<file path="config.mk">
export PLATFORM = sky130hd
export DESIGN_NAME = dma_ch_sched
export DESIGN_NICKNAME = d
export VERILOG_FILES = /design/src/rtl/dma_sched_pkg.sv /design/src/rtl/dma_flag_bank.sv /design/src/rtl/dma_sched_pick.sv /design/src/rtl/dma_ch_sched.sv
export SDC_FILE = /design/constraint.sdc
export NUM_CORES = 1
export LEC_CHECK = 0
export ABC_AREA = 0
export BUFFER_PORTS_ARGS = -buffer_cell sky130_fd_sc_hd__buf_2
export CORE_AREA = 2 2 193 195
export DETAILED_ROUTE_END_ITERATION = 10
export DIE_AREA = 0 0 195 197
export PLACE_DENSITY_LB_ADDON = 0.3
export SLEW_MARGIN = 10
export SYNTH_ARGS = -nofsm -noshare
export SYNTH_HDL_FRONTEND = slang
export SYNTH_SLANG_ARGS = --single-unit
</file>
<file path="constraint.sdc">
create_clock -name clk_i -period 52.6 [get_ports clk_i]
set_input_delay 0 -clock clk_i [delete_from_list [all_inputs] [get_ports clk_i]]
set_output_delay 0 -clock clk_i [all_outputs]
set_load 0.01 [all_outputs]
</file>
<file path="src/rtl/dma_sched_pkg.sv">
package dma_sched_pkg;
  localparam int ADDR_W   = 3;
  localparam int PRIO_LSB = 8;

  localparam logic [ADDR_W-1:0] A_SET_HE = 3'd0;
  localparam logic [ADDR_W-1:0] A_CLR_HE = 3'd1;
  localparam logic [ADDR_W-1:0] A_HO     = 3'd2;
  localparam logic [ADDR_W-1:0] A_EO     = 3'd3;
  localparam logic [ADDR_W-1:0] A_PRIO   = 3'd4;
  localparam logic [ADDR_W-1:0] A_CTRL   = 3'd5;

  localparam int CTL_RESCHED = 0;
  localparam int CTL_RESET   = 1;

  typedef enum logic [1:0] {
    YK_STRICT = 2'd0,
    YK_GE     = 2'd1,
    YK_DONE_H = 2'd2,
    YK_DONE_A = 2'd3
  } yld_kind_e;
endpackage

</file>
<file path="src/rtl/dma_flag_bank.sv">
module dma_flag_bank
  import dma_sched_pkg::*;
#(
  parameter int NUM_CH  = 32,
  parameter int PRIO_W  = 3,
  parameter int HDATA_W = 32,
  localparam int CH_W   = $clog2(NUM_CH)
) (
  input  logic                           clk_i,
  input  logic                           rst_ni,
  input  logic                           host_we_i,
  input  logic [ADDR_W-1:0]              host_addr_i,
  input  logic [HDATA_W-1:0]             host_wdata_i,
  input  logic [NUM_CH-1:0]              evt_req_i,
  input  logic [NUM_CH-1:0]              core_clr_he_i,
  input  logic [NUM_CH-1:0]              core_clr_ep_i,
  input  logic                           rst_cmd_i,
  output logic [NUM_CH-1:0]              he_o,
  output logic [NUM_CH-1:0]              ep_o,
  output logic [NUM_CH-1:0]              ho_o,
  output logic [NUM_CH-1:0]              eo_o,
  output logic [NUM_CH-1:0][PRIO_W-1:0]  prio_o
);
  logic [NUM_CH-1:0] wmask;
  logic [NUM_CH-1:0] host_set_he, host_clr_he;
  logic [NUM_CH-1:0] he_d, ep_d;
  logic [CH_W-1:0]   prio_ch;
  logic [PRIO_W-1:0] prio_val;

  assign wmask       = host_wdata_i[NUM_CH-1:0];
  assign host_set_he = (host_we_i && host_addr_i == A_SET_HE) ? wmask : '0;
  assign host_clr_he = (host_we_i && host_addr_i == A_CLR_HE) ? wmask : '0;
  assign prio_ch     = host_wdata_i[CH_W-1:0];
  assign prio_val    = host_wdata_i[PRIO_LSB +: PRIO_W];

  // set beats clear on both flags
  assign he_d = (he_o & ~host_clr_he & ~core_clr_he_i) | host_set_he;
  assign ep_d = (ep_o & ~core_clr_ep_i) | evt_req_i;

  always_ff @(posedge clk_i or negedge rst_ni) begin
    if (!rst_ni) begin
      he_o <= '0;
      ep_o <= '0;
    end else if (rst_cmd_i) begin
      he_o <= '0;
      ep_o <= '0;
    end else begin
      he_o <= he_d;
      ep_o <= ep_d;
    end
  end

  always_ff @(posedge clk_i or negedge rst_ni) begin
    if (!rst_ni) begin
      ho_o   <= '0;
      eo_o   <= '0;
      prio_o <= '0;
    end else if (host_we_i) begin
      if (host_addr_i == A_HO) ho_o <= wmask;
      if (host_addr_i == A_EO) eo_o <= wmask;
      if (host_addr_i == A_PRIO) prio_o[prio_ch] <= prio_val;
    end
  end
endmodule

</file>
<file path="src/rtl/dma_sched_pick.sv">
module dma_sched_pick #(
  parameter int NUM_CH = 32,
  parameter int PRIO_W = 3,
  localparam int CH_W  = $clog2(NUM_CH)
) (
  input  logic [NUM_CH-1:0]             cand_i,
  input  logic [NUM_CH-1:0][PRIO_W-1:0] prio_i,
  output logic                          found_o,
  output logic [CH_W-1:0]               ch_o
);
  logic [PRIO_W-1:0] best;

  // scan high to low with >= so the lowest index wins a tie
  always_comb begin
    found_o = 1'b0;
    ch_o    = '0;
    best    = '0;
    for (int i = NUM_CH - 1; i >= 0; i--) begin
      if (cand_i[i] && (!found_o || prio_i[i] >= best)) begin
        found_o = 1'b1;
        ch_o    = CH_W'(i);
        best    = prio_i[i];
      end
    end
  end
endmodule

</file>
<file path="src/rtl/dma_ch_sched.sv">
module dma_ch_sched
  import dma_sched_pkg::*;
#(
  parameter int NUM_CH  = 32,
  parameter int PRIO_W  = 3,
  parameter int HDATA_W = 32,
  localparam int CH_W   = $clog2(NUM_CH)
) (
  input  logic               clk_i,
  input  logic               rst_ni,
  input  logic               host_we_i,
  input  logic [ADDR_W-1:0]  host_addr_i,
  input  logic [HDATA_W-1:0] host_wdata_i,
  input  logic [NUM_CH-1:0]  evt_req_i,
  input  logic               yld_valid_i,
  input  logic [1:0]         yld_kind_i,
  input  logic [CH_W-1:0]    yld_ch_i,
  output logic               load_o,
  output logic [CH_W-1:0]    load_ch_o,
  output logic               busy_o,
  output logic [NUM_CH-1:0]  he_o,
  output logic [NUM_CH-1:0]  ep_o,
  output logic [NUM_CH-1:0]  elig_o
);
  logic [NUM_CH-1:0]             ho, eo, prio_nz, cand, cand_oth, run_oh;
  logic [NUM_CH-1:0][PRIO_W-1:0] prio;
  logic [NUM_CH-1:0]             clr_he, clr_ep;
  logic                          all_found, oth_found;
  logic [CH_W-1:0]               all_ch, oth_ch;
  logic [PRIO_W-1:0]             run_prio, oth_prio;
  logic                          ctrl_we, rst_cmd, resched;
  logic                          yld_act, done_act, cond_rel;
  yld_kind_e                     kind;

  assign ctrl_we = host_we_i && host_addr_i == A_CTRL;
  assign rst_cmd = ctrl_we && host_wdata_i[CTL_RESET];
  assign resched = ctrl_we && host_wdata_i[CTL_RESCHED];

  assign kind     = yld_kind_e'(yld_kind_i);
  assign yld_act  = yld_valid_i && busy_o;
  assign done_act = yld_act && (kind == YK_DONE_H || kind == YK_DONE_A);
  assign run_oh   = NUM_CH'(1) << yld_ch_i;
  assign clr_he   = done_act ? run_oh : '0;
  assign clr_ep   = (done_act && kind == YK_DONE_A) ? run_oh : '0;

  dma_flag_bank #(
    .NUM_CH (NUM_CH),
    .PRIO_W (PRIO_W),
    .HDATA_W(HDATA_W)
  ) u_flags (
    .clk_i        (clk_i),
    .rst_ni       (rst_ni),
    .host_we_i    (host_we_i),
    .host_addr_i  (host_addr_i),
    .host_wdata_i (host_wdata_i),
    .evt_req_i    (evt_req_i),
    .core_clr_he_i(clr_he),
    .core_clr_ep_i(clr_ep),
    .rst_cmd_i    (rst_cmd),
    .he_o         (he_o),
    .ep_o         (ep_o),
    .ho_o         (ho),
    .eo_o         (eo),
    .prio_o       (prio)
  );

  assign elig_o = (he_o | ho) & (ep_o | eo);

  for (genvar g = 0; g < NUM_CH; g++) begin : g_nz
    assign prio_nz[g] = |prio[g];
  end

  assign cand     = elig_o & prio_nz;
  assign cand_oth = cand & ~run_oh;

  dma_sched_pick #(.NUM_CH(NUM_CH), .PRIO_W(PRIO_W)) u_pick_all (
    .cand_i (cand),
    .prio_i (prio),
    .found_o(all_found),
    .ch_o   (all_ch)
  );

  dma_sched_pick #(.NUM_CH(NUM_CH), .PRIO_W(PRIO_W)) u_pick_oth (
    .cand_i (cand_oth),
    .prio_i (prio),
    .found_o(oth_found),
    .ch_o   (oth_ch)
  );

  assign run_prio = prio[yld_ch_i];
  assign oth_prio = prio[oth_ch];

  always_comb begin
    cond_rel = 1'b0;
    if (yld_act && oth_found) begin
      if (kind == YK_STRICT) cond_rel = oth_prio > run_prio;
      else if (kind == YK_GE) cond_rel = oth_prio >= run_prio;
    end
  end

  always_ff @(posedge clk_i or negedge rst_ni) begin
    if (!rst_ni) begin
      busy_o    <= 1'b0;
      load_o    <= 1'b0;
      load_ch_o <= '0;
    end else if (rst_cmd || done_act || resched) begin
      busy_o <= 1'b0;
      load_o <= 1'b0;
    end else if (cond_rel) begin
      load_o    <= 1'b1;
      load_ch_o <= oth_ch;
    end else if (!busy_o && all_found) begin
      busy_o    <= 1'b1;
      load_o    <= 1'b1;
      load_ch_o <= all_ch;
    end else begin
      load_o <= 1'b0;
    end
  end
endmodule

</file>
After elaboration in Yosys (flattened, before gate mapping)
Index checks and enable logic that the tools add are counted.
{"block": "classes", "bitwise": 15, "n_shift": 1, "n_reduce_logical": 242, "mux": 214, "n_lt_le_gt_ge": 68, "n_eq_ne": 9}
{"cell": "$mux 5", "n": 66}
{"cell": "$mux 3", "n": 65}
{"cell": "$and 32x32->32", "n": 6}
{"cell": "$mux 32", "n": 6}
{"cell": "$ge 3x3->1", "n": 63}
{"cell": "$not 32->32", "n": 4}
{"cell": "$or 32x32->32", "n": 4}
{"cell": "$bwmux 96", "n": 1}
{"cell": "$reduce_or 3->1", "n": 32}
{"cell": "$logic_and 1x1->1", "n": 73}
{"cell": "$mux 1", "n": 73}
{"cell": "$logic_or 1x1->1", "n": 65}
{"cell": "$logic_not 1->1", "n": 63}
{"cell": "$shl 1x5->32 const A", "n": 1}
{"cell": "$bmux 3 s5", "n": 2}
{"cell": "$lt 5x6->1 const B", "n": 3}
{"cell": "$demux 3 s5", "n": 1}
{"cell": "$reduce_and 2->1", "n": 5}
{"cell": "$eq 3x2->1 const B", "n": 2}
{"cell": "$eq 3x3->1 const B", "n": 2}
{"cell": "$ge 5x1->1 const B", "n": 1}
{"cell": "$eq 2x2->1 const B", "n": 2}
{"cell": "$reduce_bool 2->1", "n": 2}
{"cell": "$eq 3x1->1 const B", "n": 1}
{"cell": "other kinds (6)", "n": 6}
{"block": "word_totals", "inputBits": 78, "regBits": 231, "output_inout_bits": 103, "elab_cells": 588}

Longest topological paths before layout
{"block": "logic_depth", "word_depth": 137, "mapped_depth": 242, "ltp_nobuf": 234}

By module
Synthesis repeated with hierarchy kept, for this count alone.
{"block": "hier_totals", "hier_cells": 2633, "area_unflattened_um2": 22871.9}
{"module": "dma_flag_bank", "seq_area_each_um2": 5605.4, "cells_each": 713, "area_each_um2": 9181.3, "n_inst": 1}
{"module": "dma_sched_pick (u_pick_oth)", "seq_area_each_um2": 0.0, "cells_each": 766, "area_each_um2": 5261.3, "n_inst": 1}
{"module": "dma_sched_pick (u_pick_all)", "seq_area_each_um2": 0.0, "cells_each": 726, "area_each_um2": 5029.8, "n_inst": 1}
{"module": "dma_ch_sched", "seq_area_each_um2": 175.2, "cells_each": 428, "area_each_um2": 3399.5, "n_inst": 1}

Worst setup path before layout
OpenSTA, ideal clock, no wires.
{"block": "synth_path", "kind": "reg2reg", "from": "reg u_flags.he_o[31]", "to": "reg load_ch_o[0]", "required_time_ns": 52.475, "path_buffers": 5, "path_slack_ns": 9.406, "setup_time_ns": 0.125, "path_stages_with_launch": 230, "arrival_time_ns": 43.069, "period_less_slack_ns": 43.194, "path_cell_list": "dfrtp_1 > o22a_1 > buf_2 > and2_1 > nor2b_1 > ha_1 > nand2b_1 > a211oi_1 > o21a_1 > or3_1 > nand2_1 > ha_1 > nand2b_1 > a21o_1 > a221oi_2 > or2_2 > a31oi_1 > ha_1 > (+194 left out) > a211oi_1 > nor2_1 > nor2_1 > o211a_2 > nand3_1 > nand2b_1 > or3_1 > a32o_1 > ha_1 > nand2b_1 > a21o_1 > a21oi_1 > a211o_1 > o21ai_0 > nand2b_1 > buf_4 > inv_1 > mux2_2"}
{"block": "synth_between", "elab_chain_len": 137, "elab_cells_between_ends": 455, "cone_classes": "64 x order compare; 197 x mux; 4 x bitwise; 190 x reduce/logical"}
{"element": "start, declared", "line_no": "dma_flag_bank.sv:18", "rtl": "output logic [NUM_CH-1:0] he_o,"}
{"element": "start signal, assigned", "line_no": "dma_flag_bank.sv:42", "rtl": "he_o <= '0;"}
{"element": "start signal, assigned", "line_no": "dma_flag_bank.sv:45", "rtl": "he_o <= '0;"}
{"element": "start signal, assigned", "line_no": "dma_flag_bank.sv:48", "rtl": "he_o <= he_d;"}
{"element": "$or 32x32->32 *", "line_no": "dma_ch_sched.sv:67", "rtl": "assign elig_o = (he_o | ho) & (ep_o | eo);"}
{"element": "$and 32x32->32 *", "line_no": "dma_ch_sched.sv:67"}
{"element": "net elig_o[31]", "line_no": "dma_ch_sched.sv:23", "rtl": "output logic [NUM_CH-1:0] elig_o"}
{"element": "$and 32x32->32 *", "line_no": "dma_ch_sched.sv:73", "rtl": "assign cand = elig_o & prio_nz;"}
{"element": "$and 32x32->32", "line_no": "dma_ch_sched.sv:74", "rtl": "assign cand_oth = cand & ~run_oh;"}
{"element": "$mux 3 / $mux 1 (equally long branches)", "line_no": "dma_sched_pick.sv:19", "rtl": "if (cand_i[i] && (!found_o || prio_i[i] >= best)) begin"}
{"element": "$ge 3x3->1 / $logic_not 1->1 (equally long branches)", "line_no": "dma_sched_pick.sv:19"}
{"element": "$logic_or 1x1->1", "line_no": "dma_sched_pick.sv:19"}
{"element": "(+122 left out)"}
{"element": "$bmux 3 s5", "line_no": "dma_ch_sched.sv:91", "rtl": "assign oth_prio = prio[oth_ch];"}
{"element": "$mux 3 (not written as such)", "line_no": "dma_ch_sched.sv:91"}
{"element": "$ge 3x3->1", "line_no": "dma_ch_sched.sv:97", "rtl": "else if (kind == YK_GE) cond_rel = oth_prio >= run_prio;"}
{"element": "$mux 1", "line_no": "dma_ch_sched.sv:97"}
{"element": "$mux 1", "line_no": "dma_ch_sched.sv:96", "rtl": "if (kind == YK_STRICT) cond_rel = oth_prio > run_prio;"}
{"element": "$mux 1", "line_no": "dma_ch_sched.sv:95", "rtl": "if (yld_act && oth_found) begin"}
{"element": "$reduce_bool 2->1 (no source line)"}
{"element": "$reduce_and 2->1 (no source line)"}
{"element": "end signal, assigned", "line_no": "dma_ch_sched.sv:111", "rtl": "load_ch_o <= oth_ch;"}
{"element": "end signal, assigned", "line_no": "dma_ch_sched.sv:115", "rtl": "load_ch_o <= all_ch;"}
{"element": "end, declared", "line_no": "dma_ch_sched.sv:19", "rtl": "output logic [CH_W-1:0] load_ch_o,"}
Mark *: on every way through the listed nets, which the timed path passes. The rest lies on a longest branch. The select of a mux whose other input is x is not followed.
A chain may end at the register's enable or synchronous reset.

Worst setup path in the final report
{"block": "layout_path", "from": "reg u_flags.ho_o[31]", "to": "reg load_ch_o[0]"}
{"block": "layout_between", "elab_chain_len": 137, "elab_cells_between_ends": 455, "cone_classes": "64 x order compare; 197 x mux; 4 x bitwise; 190 x reduce/logical"}
{"element": "start, declared", "line_no": "dma_flag_bank.sv:20", "rtl": "output logic [NUM_CH-1:0] ho_o,"}
{"element": "start signal, assigned", "line_no": "dma_flag_bank.sv:59", "rtl": "if (host_addr_i == A_HO) ho_o <= wmask;"}
{"element": "$or 32x32->32 *", "line_no": "dma_ch_sched.sv:67"}
{"element": "$and 32x32->32 *", "line_no": "dma_ch_sched.sv:67"}
{"element": "$and 32x32->32 *", "line_no": "dma_ch_sched.sv:73"}
{"element": "$and 32x32->32", "line_no": "dma_ch_sched.sv:74"}
{"element": "$mux 3 / $mux 1 (equally long branches)", "line_no": "dma_sched_pick.sv:19"}
{"element": "$ge 3x3->1 / $logic_not 1->1 (equally long branches)", "line_no": "dma_sched_pick.sv:19"}
{"element": "$logic_or 1x1->1", "line_no": "dma_sched_pick.sv:19"}
{"element": "$logic_and 1x1->1", "line_no": "dma_sched_pick.sv:19"}
{"element": "(+121 left out)"}
{"element": "$bmux 3 s5", "line_no": "dma_ch_sched.sv:91"}
{"element": "$mux 3 (not written as such)", "line_no": "dma_ch_sched.sv:91"}
{"element": "$ge 3x3->1", "line_no": "dma_ch_sched.sv:97"}
{"element": "$mux 1", "line_no": "dma_ch_sched.sv:97"}
{"element": "$mux 1", "line_no": "dma_ch_sched.sv:96"}
{"element": "$mux 1", "line_no": "dma_ch_sched.sv:95"}
{"element": "$reduce_bool 2->1 (no source line)"}
{"element": "$reduce_and 2->1 (no source line)"}
Mark *: on every way between the ends. The rest lies on a longest branch, timed or not. The select of a mux whose other input is x is not followed.

==> results.py <==
metrics = {
    "run_status": {
        "status": "finished clean",
    },
    "sta": {
        "rsz0062_at_grt": "false",
        "hold_slack_ps": 45.42,
        "setup_viol": 0,
        "fin_crit_sh_pct": 93.14,
        "slew_viol_final": 0,
        "fmax_ghz": 0.02041,
        "tightest_slew_ps": 1020,
        "finClkSkew_ps": 12.49,
        "finalCriticalPeriod_ps": 48990,
        "hold_violations": 0,
        "tns_ps": 0,
        "slew_headroom_pct": 31.96,
    },
    "pwr": {
        "ir_worst_vdd_mv": 0.04623,
        "powerDensity_nw_per_um2": 46.87,
        "leakagePower_nw": 10.78,
    },
    "clock_tree": {
        "cts_buffer_depth": 3,
        "cts_root_buffer": "clkbuf_16",
        "cts_tree": "built",
        "cts_buffers": 24,
        "htreeDepth": 1,
        "clk_latency_ps": 530,
        "clock_sinks": 231,
        "clk_pin_slew_ps": 70,
    },
    "die": {
        "dieArea_um2": 38420,
        "die_h_um": 197,
        "io_pins": 181,
        "start_util_pct": 59.58,
        "design.core.area_um2": 36260,
        "die_x_um": 195,
        "num_rows": 70,
    },
    "yosys": {
        "synth.distinct_cells": 122,
        "seq_area_frac_synth_pct": 26.76,
        "yosysWarnings": 0,
        "async_flop_share_pct": 100.0,
        "synth_area_leader_cell": "dfrtp_1",
        "netlist_area_um2": 21600,
        "synth.top_cell.area_share_pct": 26.76,
        "synthFlopType": "dfrtp_1",
        "synth-edff-count": 0,
        "synthTopCellsByCount": "nor2_1 (251), dfrtp_1 (231), nand2_1 (197)",
        "synth_area_per_cell_um2": 8.912,
        "netlist_top_cells_area": "dfrtp_1 (27%), mux2_2 (9.9%), ha_1 (9.6%)",
        "syn_inst": 2424,
        "syn_nets": 2667,
        "synth.most_common_cell": "nor2_1",
        "yosys_register_bits": 231,
    },
    "finish": {
        "fin_util_pct": 67.29,
        "drive_gt1_share_pct": 22.51,
        "seq_area_um2": 5781,
        "nets": 2855,
        "multi_input_area_um2": 15000,
        "fillers": 2889,
        "final_area_um2": 24400,
        "areaGrowthSynthToFinish_pct": 12.95,
    },
    "flow_run": {
        "maxCapViolCount": 0,
    },
    "route": {
        "viasPerCell": 6.940,
        "vias": 21540,
        "wl_per_cell_um": 24.88,
        "drt-total-wl_um": 77210,
        "drt_iter0_drc": 2078,
        "first_pass_iters": 6,
        "drc": 0,
        "ant_nets": 0,
    },
    "worst_setup_path": {
        "r2r_start": "u_flags.ho_o[31]",
        "cp_data_required_time_ps": 53020,
        "worstPathArrival_ps": 49410,
        "endpoint_kind": "flop",
        "cp_common_cell": "ha_1",
        "crit_fanout": 10,
        "startpoint_type": "flop",
        "worstSetupPathType": "reg -> reg",
        "crit_path_start": "u_flags.ho_o[31]",
        "worst_path_largest_cell_delay_ps": 510,
        "cp_slowest_cell": "a311oi_4",
    },
    "grt": {
        "grt_max_degree": 86,
        "grtUsageTotal_pct": 39.10,
        "grt_first_pass_wirelength_um": 118500,
        "overflow": 0,
        "grt_antenna_before_repair": 5,
        "grt_pass1_vias": 21100,
    },
    "place": {
        "port_buffers": 180,
        "dpl-instance-area_um2": 22780,
        "gp_congestion": 1.009,
        "place_hpwl_um": 56240,
    },
    "worst_hold_path": {
        "min_path_type": "in -> reg",
        "hp-start": "host_wdata_i[4]",
    },
}
==> critical path: cells and delay by family (launching register included) <==
kind,cells,cell delay [ps]
and+or+nand+nor,79,13310
DFF,1,390
buffers and inverters,10,1040
adders and majority gates,35,9450
muxes,10,3580
AOI/OAI and AO/OA,89,21060
==> final timing paths <==
kind	endpoint	slack, ps	depth (start not counted)
setup / recovery	load_ch_o[0]	3610	223
setup reg to reg	load_ch_o[0]	3610	223
hold reg to reg	load_ch_o[1]	480	2
min in group asynchronous	u_flags.ep_o[4]	70	2
hold / removal	u_flags.he_o[4]	50	3
max in group asynchronous	u_flags.prio_o[95]	50250	4
==> state kept, by name, summed over array words and instances (netlist names) <==
signal          flops
u_flags.eo_o       32
u_flags.ho_o       32
u_flags.ep_o       32
u_flags.he_o       32
u_flags.prio_o     96
busy_o              1
load_ch_o           5
load_o              1
==> power breakdown <==
group | switching, mW | leakage, nW | internal, mW
registers | 0.0244 | 2.88 | 0.201
clock network | 0.0758 | 0.388 | 0.101
logic | 0.437 | 7.51 | 0.304
==> final cells by class <==
type / instances / area share [%]
Sequential cell: 231 / 23.69
Antenna cell: 6 / 0.06154
Inverter: 123 / 1.892
Multi-Input combinational cell: 1962 / 61.47
Clock inverter: 8 / 0.3128
Timing Repair Buffer: 270 / 7.190
Tap cell: 468 / 2.400
Clock buffer: 36 / 2.979
==> logic make-up (layout without fill, tap and decap cells) <==
logic type,after synthesis,count (layout),synth area share [%]
other cells,0,6,0
compound gates,677,677,23.40
simple gates,818,818,18.96
fa+ha+maj,168,168,9.702
buf+inv,231,437,4.419
mux,299,299,16.76
flops,231,231,26.76
==> cell usage in the layout, fill, tap and decap left out, types with 27 or more instances in the layout <==
cell,netlist,layout
dfrtp_1,231,231
a21o_1,32,32
mux2_2,189,189
and2_1,29,29
nor2b_1,60,60
o31a_1,29,29
nor2_1,251,248
inv_1,121,121
a21oi_1,125,124
dlygate4sd3_1,0,67
o31ai_1,32,30
a22oi_1,71,71
o21ai_0,84,82
ha_1,165,165
nand2_1,197,197
mux4_2,30,30
nand2b_1,79,79
nor3_1,51,49
buf_2,16,179
mux2i_1,77,77
nand3_1,29,27
==> per-stage QoR <==
step	std cells	power (mW)	worst slack [ps]
after floorplan	2424	0.7513	9406
after global placement	2985	0.9040	2748
after detailed placement	2985	0.9300	1583
after CTS	3096	1.112	1958
after global routing	3103	1.216	86.65
final	3104	1.143	3608
==> repair_timing <==
action	in CTS	in global routing
hold buffers	67	0
setup endpoints to repair	0	7
endpoints found under the hold margin	197	0
gates resized for setup	0	22
setup buffers	0	2
==> layer usage <==
layer	vias to the layer above	track usage [%]	wire length, µm
met5	-	0	0
met4	0	27.54	6468
met3	384	6.964	7356
met2	1429	62.28	34650
met1	10290	48.35	28730
li1	9443	-	-
Power figures use the tool's default switching activity.
